`src/rtl/mbq_pkg.sv`:
```
package mbq_pkg;
    localparam int MSEL_W     = 3;
    localparam int NUM_MACH   = 5;
    localparam int MACH_IDX_W = $clog2(NUM_MACH);

    typedef struct packed {
        logic [MSEL_W-1:0] msel;
        logic              wprot;
        logic              ext_en;
        logic              pipe;
        logic              valid;
    } bank_cfg_t;

    localparam int CFG_W = $bits(bank_cfg_t);
    localparam logic [MSEL_W-1:0] MSEL_RSVD = '1;

    typedef enum logic [2:0] {
        ST_IDLE,
        ST_LAUNCH,
        ST_ACTIVE,
        ST_EXTERN,
        ST_BLOCKED
    } acc_state_t;
endpackage

```
`src/rtl/mbq_cfg_regs.sv`:
```
module mbq_cfg_regs
    import mbq_pkg::*;
#(
    parameter int BANK_ID = 0
) (
    input  logic             clk,
    input  logic             rst_n,
    input  logic             cfg_we,
    input  logic [CFG_W-1:0] cfg_wdata,
    input  logic             err_set,
    input  logic             err_clr,
    output bank_cfg_t        cfg_o,
    output logic             wp_err_o
);
    localparam logic RST_VALID = (BANK_ID == 0);

    always_ff @(posedge clk) begin
        if (!rst_n) begin
            cfg_o <= '{msel: '0, wprot: 1'b0, ext_en: 1'b0, pipe: 1'b0, valid: RST_VALID};
        end else if (cfg_we) begin
            cfg_o <= bank_cfg_t'(cfg_wdata);
        end
    end

    // set side has priority over a same-cycle clear
    always_ff @(posedge clk) begin
        if (!rst_n)       wp_err_o <= 1'b0;
        else if (err_set) wp_err_o <= 1'b1;
        else if (err_clr) wp_err_o <= 1'b0;
    end

    p_err_clear_r9: assert property (@(posedge clk) disable iff (!rst_n)
        (err_clr && !err_set) |=> !wp_err_o);
    p_err_hold_r9: assert property (@(posedge clk) disable iff (!rst_n)
        (wp_err_o && !err_clr) |=> wp_err_o);
endmodule

```
`src/rtl/mbq_route_dec.sv`:
```
module mbq_route_dec
    import mbq_pkg::*;
(
    input  logic [MSEL_W-1:0]   msel,
    input  logic                upm_bus_sel,
    output logic [NUM_MACH-1:0] mach_hot,
    output logic                bus_local,
    output logic                rsvd
);
    logic                  is_upm;
    logic [MACH_IDX_W-1:0] idx;

    always_comb begin
        is_upm    = msel[MSEL_W-1];
        rsvd      = (msel == MSEL_RSVD);
        idx       = is_upm ? MACH_IDX_W'(2 + msel[1:0]) : MACH_IDX_W'(msel[1]);
        bus_local = is_upm ? upm_bus_sel : msel[0];
    end

    for (genvar i = 0; i < NUM_MACH; i++) begin : g_hot
        assign mach_hot[i] = !rsvd && (idx == MACH_IDX_W'(i));
    end
endmodule

```
`src/rtl/mbq_beat_pipe.sv`:
```
module mbq_beat_pipe (
    input  logic clk,
    input  logic rst_n,
    input  logic pipe_en,
    input  logic beat_i,
    output logic dval_o
);
    logic beat_q;

    always_ff @(posedge clk) begin
        if (!rst_n) beat_q <= 1'b0;
        else        beat_q <= beat_i;
    end

    assign dval_o = pipe_en ? beat_q : beat_i;

    p_beat_delay_r11: assert property (@(posedge clk) disable iff (!rst_n)
        (pipe_en && beat_i) |=> dval_o);
endmodule

```
`src/rtl/mem_bank_qualifier.sv`:
```
module mem_bank_qualifier
    import mbq_pkg::*;
#(
    parameter int BANK_ID = 0
) (
    input  logic                clk,
    input  logic                rst_n,
    input  logic                cfg_we,
    input  logic [CFG_W-1:0]    cfg_wdata,
    input  logic                stat_we,
    input  logic                stat_wdata,
    input  logic                acc_start,
    input  logic                acc_hit,
    input  logic                acc_write,
    input  logic                upm_bus_sel,
    input  logic                busmon_en,
    input  logic                beat_in,
    input  logic                acc_done,
    output logic                cs,
    output logic                dval,
    output logic [NUM_MACH-1:0] mach_start,
    output logic                bus_local,
    output logic                ext_claim,
    output logic                tea_req,
    output logic                wp_err
);
    acc_state_t          state, state_nx;
    bank_cfg_t           cfg;
    logic [NUM_MACH-1:0] dec_hot, lat_hot;
    logic                dec_bus, dec_rsvd, lat_bus, lat_pipe;
    logic                req, viol, take_int, take_ext, beat_live;

    mbq_cfg_regs #(.BANK_ID(BANK_ID)) u_cfg (
        .clk(clk), .rst_n(rst_n), .cfg_we(cfg_we), .cfg_wdata(cfg_wdata),
        .err_set(viol), .err_clr(stat_we && stat_wdata),
        .cfg_o(cfg), .wp_err_o(wp_err)
    );

    mbq_route_dec u_dec (
        .msel(cfg.msel), .upm_bus_sel(upm_bus_sel),
        .mach_hot(dec_hot), .bus_local(dec_bus), .rsvd(dec_rsvd)
    );

    always_comb begin
        req      = (state == ST_IDLE) && acc_start && acc_hit;
        viol     = req && cfg.valid && cfg.wprot && acc_write;
        take_ext = req && cfg.valid && !viol && cfg.ext_en;
        take_int = req && cfg.valid && !viol && !cfg.ext_en && !dec_rsvd;
    end

    always_comb begin
        state_nx = state;
        unique case (state)
            ST_IDLE: begin
                if (viol)          state_nx = ST_BLOCKED;
                else if (take_ext) state_nx = ST_EXTERN;
                else if (take_int) state_nx = ST_LAUNCH;
            end
            ST_LAUNCH:  state_nx = ST_ACTIVE;
            ST_ACTIVE:  if (acc_done) state_nx = ST_IDLE;
            ST_EXTERN:  if (acc_done) state_nx = ST_IDLE;
            ST_BLOCKED: state_nx = ST_IDLE;
            default:    state_nx = ST_IDLE;
        endcase
    end

    always_ff @(posedge clk) begin
        if (!rst_n) state <= ST_IDLE;
        else        state <= state_nx;
    end

    // routing captured at the decision cycle
    always_ff @(posedge clk) begin
        if (!rst_n) begin
            lat_hot  <= '0;
            lat_bus  <= 1'b0;
            lat_pipe <= 1'b0;
        end else if (take_int) begin
            lat_hot  <= dec_hot;
            lat_bus  <= dec_bus;
            lat_pipe <= cfg.pipe;
        end
    end

    assign beat_live = beat_in && (state == ST_ACTIVE);

    mbq_beat_pipe u_pipe (
        .clk(clk), .rst_n(rst_n), .pipe_en(lat_pipe),
        .beat_i(beat_live), .dval_o(dval)
    );

    always_comb begin
        cs         = 1'b0;
        mach_start = '0;
        bus_local  = 1'b0;
        ext_claim  = 1'b0;
        tea_req    = 1'b0;
        unique case (state)
            ST_IDLE: ;
            ST_LAUNCH: begin
                cs         = 1'b1;
                mach_start = lat_hot;
                bus_local  = lat_bus;
            end
            ST_ACTIVE: begin
                cs        = 1'b1;
                bus_local = lat_bus;
            end
            ST_EXTERN:  ext_claim = 1'b1;
            ST_BLOCKED: tea_req   = busmon_en;
            default: ;
        endcase
    end

    p_start_onehot_r3: assert property (@(posedge clk) disable iff (!rst_n)
        $onehot0(mach_start));
    p_cs_valid_r6: assert property (@(posedge clk) disable iff (!rst_n)
        $rose(cs) |-> ($past(cfg.valid) && $past(cfg.msel) != MSEL_RSVD));
    p_blocked_quiet_r7: assert property (@(posedge clk) disable iff (!rst_n)
        (state == ST_BLOCKED) |-> (!cs && !dval && mach_start == '0));
    p_viol_sets_r9: assert property (@(posedge clk) disable iff (!rst_n)
        viol |=> wp_err);
    p_ext_origin_r10: assert property (@(posedge clk) disable iff (!rst_n)
        $rose(ext_claim) |-> $past(cfg.ext_en));
endmodule

```
`config.mk`:
```
export PLATFORM = sky130hd
export DESIGN_NAME = mem_bank_qualifier
export DESIGN_NICKNAME = d
export VERILOG_FILES = /design/src/rtl/mbq_pkg.sv /design/src/rtl/mbq_cfg_regs.sv /design/src/rtl/mbq_route_dec.sv /design/src/rtl/mbq_beat_pipe.sv /design/src/rtl/mem_bank_qualifier.sv
export SDC_FILE = /design/constraint.sdc
export NUM_CORES = 1
export LEC_CHECK = 0
export BUFFER_PORTS_ARGS = -buffer_cell sky130_fd_sc_hd__buf_2
export CORE_MARGIN = 1
export CORE_UTILIZATION = 37
export CTS_CLUSTER_SIZE = 8
export DETAILED_ROUTE_END_ITERATION = 6
export GPL_ROUTABILITY_DRIVEN = 0
export HOLD_SLACK_MARGIN = 0.02
export SYNTH_ARGS = -nofsm -noshare
export SYNTH_HDL_FRONTEND = slang
export SYNTH_SLANG_ARGS = --single-unit
```
`constraint.sdc`:
```
create_clock -name clk -period 2.48 [get_ports clk]
set_input_delay 0.248 -clock clk [delete_from_list [all_inputs] [get_ports clk]]
set_output_delay 0.248 -clock clk [all_outputs]
set_load 0.005 [all_outputs]
```
Word level (Yosys, flattened, before mapping)
Cells that the tools add are included.

cells by class
  add/subtract/negate cells = 1
  multiplexer cells = 15
  eq/ne operators = 11
  reductions and logical operators = 25

operators by type and width
  kind                                                             count
  1-bit logical AND                                                16
  3-bit 2-to-1 mux                                                 5
  3-bit by 2-bit == test with 1-bit output, second input constant  4
  3-bit == test, second input constant                             3
  3-bit one-hot mux with 3 select lines                            1
  1-bit 2-to-1 mux                                                 8
  3-bit by 1-bit == test with 1-bit output, second input constant  2
  3-bit logical NOT                                                2
  5-bit 2-to-1 mux                                                 1
  4-bit by 3-bit != test with 1-bit output, second input constant  1
  2-bit OR reduction                                               2
  2-bit by 2-bit adder with 3-bit output, first input constant     1
  1-bit logical NOT                                                3
  2-bit by 1-bit != test with 1-bit output, second input constant  1
  2-bit AND reduction                                              1
  2-bit nonzero test                                               1

storage, ports and cells
  input bits = 19
  flip-flop bits (word level) = 19
  logic and storage cells = 63
  output and inout port bits = 11

Logic depth before layout (Yosys ltp)
Gate-level depths: netlist of the first run.

  depth in word-level cells = 14
  gate-level depth with buffers = 5
  mapped depth without buffers = 3

Modules after synthesis
From an unflattened synthesis of the first run, not the netlist that was laid out.

second synthesis, totals
  cell total of the unflattened synthesis = 109
  area, all modules = 1029.7 um2

by module, submodules not included
  module              cells each  area each (um2)  sequential area each (um2)  instances
  mem_bank_qualifier  74          629.4            200.2                       1
  mbq_cfg_regs        25          296.5            160.2                       1
  mbq_route_dec       7           62.6             0.0                         1
  mbq_beat_pipe       3           41.3             20.0                        1

Worst setup path after synthesis of the first run
OpenSTA, ideal clock, no wires.

  path kind = register to register
  start point = reg state[2]
  end point = reg lat_hot[3]
  cell stages (with the launch flop) = 5
  data arrival time = 1.223 ns
  path buffers = 1
  clock period less this slack = 1.284 ns
  path slack = 1.196 ns
  data required time = 2.420 ns
  library setup time = 0.060 ns
  path through = dfxtp_1 > buf_6 > or3_4 > nor4_1 > o221a_1

between the ends
  cells in the longest elaborated chain, start to end = 10

RTL lines
  item                              line                                                source
  start: declaration                mem_bank_qualifier.sv:27                            acc_state_t state, state_nx;
  start signal: assignment          mem_bank_qualifier.sv:69                            else state <= state_nx;
  3-bit logical NOT *               mem_bank_qualifier.sv:45                            req = (state == ST_IDLE) && acc_start && acc_hit;
  1-bit logical AND * (2 in a row)  mem_bank_qualifier.sv:45
  1-bit logical AND *               mem_bank_qualifier.sv:46, mem_bank_qualifier.sv:48
  1-bit logical AND (2 in a row)    mem_bank_qualifier.sv:46                            viol = req && cfg.valid && cfg.wprot && acc_write;
  1-bit logical NOT                 mem_bank_qualifier.sv:48                            take_int = req && cfg.valid && !viol && !cfg.ext_en && !dec_rsvd;
  1-bit logical AND * (3 in a row)  mem_bank_qualifier.sv:48
  end signal: assignment            mem_bank_qualifier.sv:79                            lat_hot <= dec_hot;
  end: declaration                  mem_bank_qualifier.sv:29                            logic [NUM_MACH-1:0] dec_hot, lat_hot;

Every way passes the cells marked *; elsewhere a longest branch is shown, timed or not.
A chain may end at the register's enable or synchronous reset.

Final worst setup path of the first run
  start point = reg state[0]
  end point = out mach_start[2]

between the ends
  cells in the longest elaborated chain, start to end = 2

RTL lines
  item                                      line                      source
  3-bit by 1-bit == test with 1-bit output  mem_bank_qualifier.sv:98  unique case (state)
  5-bit 2-to-1 mux                          mem_bank_qualifier.sv:98
  end: declaration                          mem_bank_qualifier.sv:21  output logic [NUM_MACH-1:0] mach_start,

No other way between the ends.

==> results of run 1 <==
cell families after synthesis:
logic type	count (synthesis)
compound gates	17
buf+inv	10
simple gates	46
flops	19
mux	11
xor+xnor	1
flip-flops by register name, indices dropped and copies added, names as in the netlist:
name,count
u_pipe.beat_q,1
lat_pipe,1
state,3
lat_bus,1
lat_hot,5
u_cfg.cfg_o,7
u_cfg.wp_err_o,1
worst paths after layout:
kind	end	startpoint	cells after the start	slack, ns
max	mach_start[2]	state[0]	3	0.52
min reg2reg	lat_hot[1]	lat_hot[1]	2	0.46
max reg2reg	state[1]	state[0]	3	0.96
min	u_cfg.cfg_o[0]	cfg_wdata[0]	3	0.17
worst max-delay path, cell delays in order, from the launching register on:
cell and delay (ns):
dfxtp_1 0.50, nor3b_1 0.60, and2_1 0.21, buf_2 0.11
cell usage after synthesis, types with 2 or more instances:
cell type / n / share of area, %
inv_1: 2 / 0.78
nand3_1: 4 / 2.1
clkbuf_1: 2 / 0.78
nor3_1: 2 / 1.0
dfxtp_1: 19 / 39
nor2_1: 9 / 3.5
mux2i_1: 11 / 11
o221a_1: 2 / 2.3
buf_6: 3 / 3.5
nor4_1: 3 / 1.9
nand4_1: 2 / 1.3
nand2_1: 8 / 3.1
and2_1: 7 / 4.5
nor3b_1: 4 / 3.1
o21ai_0: 3 / 1.6
a211oi_1: 3 / 2.3
metal layers:
metal  GRT usage, %  vias up  part of all wire, %
li1               -      427                    -
met1           21.7      380                   46
met2           25.7       32                   45
met3           4.31        4                  7.3
met4           10.1        0                  1.5
met5              0        -                    0
final cells by class:
class	count	area (um^2)	area share [%]
Multi-Input combinational cell	75	512	46.2
Sequential cell	19	380	34.3
Timing Repair Buffer	29	145	13.1
Tap cell	30	37.5	3.39
Clock buffer	4	26.3	2.37
Inverter	2	7.51	0.677
through the flow:
| step | hold WS, ns | std cells | utilization [%] | power, mW | setup WS (ns) |
|---|---|---|---|---|---|
| 2_1_floorplan | 0.377 | 104 | - | 0.408 | 1.20 |
| 6_report | 0.169 | 159 | 44.7 | 0.584 | 0.525 |
| 3_3_place_gp | 0.442 | 155 | 43.7 | 0.432 | 0.870 |
| 5_1_grt | 0.166 | 159 | 44.7 | 0.617 | 0.328 |
| 4_1_cts | 0.164 | 159 | 44.7 | 0.590 | 0.484 |
| 3_5_place_dp | 0.450 | 155 | 43.7 | 0.435 | 0.826 |
power by group:
group	total [mW]	internal (mW)	leakage [nW]	switching, mW
clock network	0.156	0.0626	0.0150	0.0930
logic	0.0901	0.0442	0.311	0.0459
registers	0.338	0.320	0.155	0.0178
total	0.584	0.427	0.481	0.157
==> out/qor.txt, run 1 <==
Die X: 53.1 um
Synth Area in XOR/XNOR: 0.907%
Total Routing Usage GR: 17.1%
Final Hold Vio Count: 0
Vias in the first global route: 787
Flops & latches, synth: 19
Effective utilization at floorplan: 39.0%
Die area: 2820 um^2
Post-route setup TNS: 0 ns
EDFF count, synth: 0
Vias/cell: 5.30
Synth Area in Simple Gates: 27.3%
Post-route DRC: 0
FILL cells: 266
Main combinational cell family by area after synthesis: simple AND/OR/NAND/NOR gates
Clk root buf: clkbuf_4
First-pass GRT wire length: 3420 um
Crit start category: flop
Placed Area: 1080 um^2
Total grt overflow: 0
Required time of the critical path: 2.23 ns
Setup Viol. Count Final: 0
Most frequent cells in the layout: buf_2, dfxtp_1, mux2i_1
DR WL/cell: 12.7 um
Multiplexer share of the synthesized area: 11.4%
Worst skew pair latency: 0.29 ns
Tcrit/Tclk final: 78.9%
Synth Area in Adders: 0%
Vias: 843
Initial antenna violation count: 0
WS Path Type: flop to output pin
Async S/R FF share, synth: 0%
Post-DRT Antenna Nets: 0
Max cap viols: 0
Syn_area_per_cell: 9.29 um^2
Antenna cells: 0
TritonCTS clock tree: yes
Pre-Repair DR Iteration Count: 4
Fmax: 0.511 GHz
Yosys cell types: 36
Fin crit period: 1.96 ns
Ys flop type: dfxtp_1
Post_cts resized: 0
Largest net degree at the start of global routing: 13
Worst-case clock buffer depth: 2
Worst-path clk slew: 0.10 ns
HPWL Detailed: 1500 um
Yosys Warn Count: 0
Seq/Total Area, Yosys: 39.4%
Worst-path maximum fanout: 7
Finished layout cell area: 1110 um^2
Commonest non-fill, non-tap cell in the layout: buf_2
CP endpoint kind: output pin
Slew @ Worst Pin: 0.655 ns
Syn Nets: 123
Num ports: 30
Mapped Cells: 104
Skew final: 0.00133 ns
Max_slew headroom: 56.2%
I/O Buffers: 29
Hold buffer count at CTS: 0
Hold Path Class: input pin to flop
Fin. max-slew vios: 0
Die extent in y: 53.1 um
Row count: 18
Post-synthesis compound-gate area fraction: 13.3%
CORE AREA: 2480 um^2
CTS buffer count: 3
Fin nets: 149
DRT Wirelength: 2030 um
Area Growth Syn to Fin: 14.8%
Power per cell area: 526 nW/um^2
Synth Cell Area: 966 um^2
RSZ-0062 raised after global routing: false
Iter 0 DRT Violations: 12
Share of cells above drive strength 1: 27.9%
Critical path arrival: 1.71 ns
Peak VDD IR: 0.313 mV
Postcts setup bufs: 0
Status: finished, final reports clean
Sink Count: 19
CTS H-tree depth: 1
Leakage power: 0.481 nW
Power figures use the tool's default switching activity.
==> run 2, diff against run 1 <==
Clock period 2.48 ns to 1.8 ns, I/O delays scaled along.
==> out/qor.txt, run 2 (synthesis gave the netlist of run 1 again) <==
Die extent in y: 53.1 um (unchanged)
Placed Area: 1090 um^2 (was 1080 um^2)
Post-route setup TNS: 0 ns (unchanged)
Most frequent cells in the layout: buf_2, dfxtp_1, mux2i_1 (unchanged)
Share of cells above drive strength 1: 28.5% (was 27.9%)
Tcrit/Tclk final: 88.0%
Vias in the first global route: 774 (was 787)
Power per cell area: 713 nW/um^2 (was 526 nW/um^2)
DRT Wirelength: 1980 um (was 2030 um)
Post-route DRC: 0 (unchanged)
Fin crit period: 1.58 ns
CTS buffer count: 3 (unchanged)
Row count: 18 (unchanged)
Slew @ Worst Pin: 0.387 ns (was 0.655 ns)
First-pass GRT wire length: 3600 um (was 3420 um)
Fin nets: 150 (was 149)
Biggest register: u_cfg.cfg_o (unchanged)
Biggest regs: u_cfg.cfg_o: 7 flops, lat_hot: 5 flops, state: 3 flops (unchanged)
Pre-Repair DR Iteration Count: 4 (unchanged)
RSZ-0062 raised after global routing: false (unchanged)
Worst skew pair latency: 0.29 ns (about the same)
Peak VDD IR: 0.594 mV (was 0.313 mV)
CORE AREA: 2480 um^2 (unchanged)
Vias/cell: 5.14 (was 5.30)
Commonest non-fill, non-tap cell in the layout: buf_2 (unchanged)
Worst-case clock buffer depth: 2 (unchanged)
Total grt overflow: 0 (unchanged)
Max cap viols: 0 (unchanged)
Worst-path cell chain: nor3b_1 -> buf_4 -> and2_1 -> buf_2 (was nor3b_1 -> and2_1 -> buf_2)
Area Growth Syn to Fin: 15.5% (was 14.8%)
Effective utilization at floorplan: 39.0% (unchanged)
Worst path max stage delay: 0.50 ns (was 0.60 ns)
Vias: 822 (was 843)
Antenna cells: 0 (unchanged)
Status: finished, final reports clean (unchanged)
Iter 0 DRT Violations: 14 (was 12)
Leakage power: 0.486 nW (was 0.481 nW)
Initial antenna violation count: 0 (unchanged)
TritonCTS clock tree: yes (unchanged)
Num ports: 30 (unchanged)
Worst-path clk slew: 0.10 ns (about the same)
I/O Buffers: 29 (unchanged)
Max reg flops: 7 (unchanged)
Slowest stage cell, crit path: dfxtp_1 (was nor3b_1)
Hold buffer count at CTS: 0 (unchanged)
Final Hold Vio Count: 0 (unchanged)
WS Path Type: flop to output pin (unchanged)
Finished layout cell area: 1120 um^2 (was 1110 um^2)
Hold Path Class: input pin to flop (unchanged)
Critical path arrival: 1.40 ns (was 1.71 ns)
Required time of the critical path: 1.62 ns (was 2.23 ns)
DR WL/cell: 12.4 um (was 12.7 um)
Setup Viol. Count Final: 0 (unchanged)
Fin. max-slew vios: 0 (unchanged)
Die area: 2820 um^2 (unchanged)
Sink Count: 19 (unchanged)
Post-DRT Antenna Nets: 0 (unchanged)
Kind of cell adding the most delay to the critical path: flip-flops (was simple AND/OR/NAND/NOR gates)
Crit start category: flop (unchanged)
CP endpoint kind: output pin (unchanged)
Max_slew headroom: 74.2% (was 56.2%)
WP buf/inv: 2 (was 1)
Fmax: 0.631 GHz
Postcts setup bufs: 0 (unchanged)
Total Routing Usage GR: 17.7% (was 17.1%)
Skew final: 0.00679 ns (was 0.00133 ns)
Worst-path maximum fanout: 7 (unchanged)
CTS H-tree depth: 1 (unchanged)
Clk root buf: clkbuf_4 (unchanged)
HPWL Detailed: 1510 um (was 1500 um)
Post_cts resized: 0 (unchanged)
Largest net degree at the start of global routing: 13 (unchanged)
Die X: 53.1 um (unchanged)
run 2: cell count changes in the layout (fill, tap and decap cells not counted):
cell / previous run / this run
buf_4: 0 / 1
run 2: cell type report:
| class | count | area [um^2] |
|---|---|---|
| clock buffers | 4 | 26.3 |
| fillers | 269 | 1360 |
| inverters | 2 | 7.51 |
| multi-input cells | 75 | 512 |
| flip-flops and latches | 19 | 380 |
| well taps | 30 | 37.5 |
| repair buffers | 30 | 153 |
run 2: worst paths after layout:
| check | from | end | slack, ns | depth (start not counted) |
|---|---|---|---|---|
| setup / recovery | state[0] | mach_start[0] | 0.22 | 4 |
| setup reg to reg | state[2] | lat_hot[3] | 0.40 | 3 |
| hold / removal | cfg_wdata[0] | u_cfg.cfg_o[0] | 0.11 | 3 |
| hold reg to reg | lat_hot[1] | lat_hot[1] | 0.45 | 2 |
run 2: metrics by stage:
stage	total power [mW]	cells	utilization [%]	worst slack, ns	hold WS, ns
3_3_place_gp	0.598	156	44.0	0.453	0.402
3_5_place_dp	0.602	156	44.0	0.432	0.412
6_report	0.796	160	45.1	0.216	0.115
4_1_cts	0.808	160	45.1	0.206	0.103
5_1_grt	0.847	160	45.1	0.0838	0.130
2_1_floorplan	0.562	104	-	0.516	0.309
run 2: metal layers:
layer | wire length [um] | GRT usage, %
met5 | 0 | 0
met4 | 15 | 4.39
met3 | 113 | 5.46
met2 | 902 | 26.2
met1 | 945 | 24.7
run 2: where the power goes:
| group | switching [mW] | internal [mW] |
|---|---|---|
| Combinational | 0.0631 | 0.0631 |
| Clock | 0.118 | 0.0861 |
| Sequential | 0.0246 | 0.441 |
run 2: tightest hold or removal path, delay by kind of cell:
kind                   cells  cell delay [ns]
multiplexers               1             0.06
AND/OR/NAND/NOR            1             0.06
buffers and inverters      1             0.08
==> run 3, diff against run 2 <==
Settings changed: CORE_ASPECT_RATIO set to 0.75, CTS_CLUSTER_DIAMETER set to 80.
==> out/qor.txt, run 3 (synthesis gave the netlist of run 1 again) <==
Tot Pwr: 0.819 mW (was 0.796 mW)
Total grt overflow: 0 (unchanged)
First-pass GRT wire length: 3430 um (was 3600 um)
Num ports: 30 (unchanged)
Leakage power: 0.486 nW (unchanged)
TritonCTS clock tree: yes (unchanged)
Fin. max-slew vios: 0 (unchanged)
HPWL Detailed: 1570 um (was 1510 um)
Internal: 0.591 mW (was 0.590 mW)
WP buf/inv: 2 (unchanged)
Die area: 2820 um^2 (about the same)
Max cap viols: 0 (unchanged)
Row count: 15 (was 18)
Post-route setup TNS: 0 ns (unchanged)
Pre-Repair DR Iteration Count: 4 (unchanged)
Worst-path cell chain: nor3b_1 -> buf_4 -> and2_1 -> buf_2 (unchanged)
Skew final: 0.00266 ns (was 0.00679 ns)
Fin crit period: 1.64 ns (was 1.58 ns)
Worst-case clock buffer depth: 2 (unchanged)
Post-DRT Antenna Nets: 0 (unchanged)
Combinational power share: 15.6% (was 15.8%)
Hold buffer count at CTS: 0 (unchanged)
Core Util, Final: 47.0% (was 45.1%)
Max reg flops: 7 (unchanged)
Kind of cell adding the most delay to the critical path: flip-flops (unchanged)
Sw Ratio: 27.9% (was 25.9%)
CORE AREA: 2380 um^2 (was 2480 um^2)
Vias/cell: 5.23 (was 5.14)
Slowest stage cell, crit path: dfxtp_1 (unchanged)
WS Path Type: flop to output pin (unchanged)
CTS buffer count: 3 (unchanged)
Vias in the first global route: 735 (was 774)
Status: finished, final reports clean (unchanged)
Clk root buf: clkbuf_4 (unchanged)
Worst skew pair latency: 0.30 ns (was 0.29 ns)
Initial antenna violation count: 0 (unchanged)
Slew @ Worst Pin: 0.409 ns (was 0.387 ns)
Worst-path clk slew: 0.11 ns (was 0.10 ns)
Critical path arrival: 1.46 ns (was 1.40 ns)
Antenna cells: 0 (unchanged)
Peak VDD IR: 0.420 mV (was 0.594 mV)
I/O Buffers: 29 (unchanged)
Die extent in y: 46.3 um (was 53.1 um)
Share of total power in the clock network: 27.3% (was 25.7%)
NetSw: 0.228 mW (was 0.206 mW)
Crit start category: flop (unchanged)
Power per cell area: 731 nW/um^2 (was 713 nW/um^2)
Vias: 857 (was 822)
Tcrit/Tclk final: 91.3% (was 88.0%)
DRT Wirelength: 2140 um (was 1980 um)
Die X: 61 um (was 53.1 um)
Most frequent cells in the layout: buf_2, dfxtp_1, mux2i_1 (unchanged)
Largest net degree at the start of global routing: 13 (unchanged)
Post_cts resized: 0 (unchanged)
Biggest regs: u_cfg.cfg_o: 7 flops, lat_hot: 5 flops, state: 3 flops (unchanged)
Setup Viol. Count Final: 0 (unchanged)
Worst-path maximum fanout: 7 (unchanged)
Fmax: 0.609 GHz (was 0.631 GHz)
Reg power frac: 57.0% (was 58.5%)
Area Growth Syn to Fin: 16.1% (was 15.5%)
Fin nets: 150 (unchanged)
Total Routing Usage GR: 17.4% (was 17.7%)
Biggest register: u_cfg.cfg_o (unchanged)
Final Hold Vio Count: 0 (unchanged)
Worst path max stage delay: 0.52 ns (was 0.50 ns)
CTS H-tree depth: 1 (unchanged)
Postcts setup bufs: 0 (unchanged)
Iter 0 DRT Violations: 6 (was 14)
Effective utilization at floorplan: 40.5% (was 39.0%)
Max_slew headroom: 72.7% (was 74.2%)
Hold Path Class: input pin to flop (unchanged)
CP endpoint kind: output pin (unchanged)
DR WL/cell: 13.0 um (was 12.4 um)
Share of cells above drive strength 1: 28.5% (unchanged)
RSZ-0062 raised after global routing: false (unchanged)
Commonest non-fill, non-tap cell in the layout: buf_2 (unchanged)
Sink Count: 19 (unchanged)
Required time of the critical path: 1.62 ns (about the same)
Post-route DRC: 0 (unchanged)
run 3: per-layer routing:
metal / share of wire [%] / vias to the layer above / GRT usage [%]
li1: - / 429 / -
met1: 49 / 400 / 23.1
met2: 44 / 23 / 26.4
met3: 5.5 / 5 / 6.46
met4: 1.2 / 0 / 5.45
met5: 0 / - / 0
run 3: stage by stage:
stage | instance area (um^2) | worst slack, ns | std cells | hold WS (ns)
CTS | 1120 | 0.160 | 164 | 0.0826
finish | 1120 | 0.157 | 164 | 0.0842
global route | 1120 | 0.0437 | 164 | 0.0813
global placement | 1090 | 0.480 | 160 | 0.403
detailed placement | 1090 | 0.429 | 160 | 0.407
floorplan | 966 | 0.516 | 104 | 0.309
run 3: final cells by class:
cell class | instances | area [um^2]
multi-input cells | 75 | 512
well taps | 34 | 42.5
flip-flops and latches | 19 | 380
clock buffers | 4 | 26.3
repair buffers | 30 | 153
fillers | 252 | 1260
inverters | 2 | 7.51
run 3: path summary, 6_finish.rpt:
kind,endpoint,start,depth (start not counted),slack [ns]
max,mach_start[1],state[0],4,0.16
min,u_cfg.cfg_o[0],cfg_wdata[0],3,0.08
max reg2reg,lat_hot[0],state[2],3,0.41
min reg2reg,lat_hot[1],lat_hot[1],2,0.47
run 3: tightest hold or removal path, stage by stage:
cell and delay [ns]:
buf_2 0.08, mux2i_1 0.05, nand2_1 0.06
run 3: power groups by stage:
stage / clock network (mW) / registers [mW] / logic [mW]
global route: 0.251 / 0.471 / 0.142
detailed placement: 0 / 0.476 / 0.126
CTS: 0.231 / 0.466 / 0.127
floorplan: 0 / 0.463 / 0.0993
finish: 0.224 / 0.467 / 0.128
global placement: 0 / 0.474 / 0.125
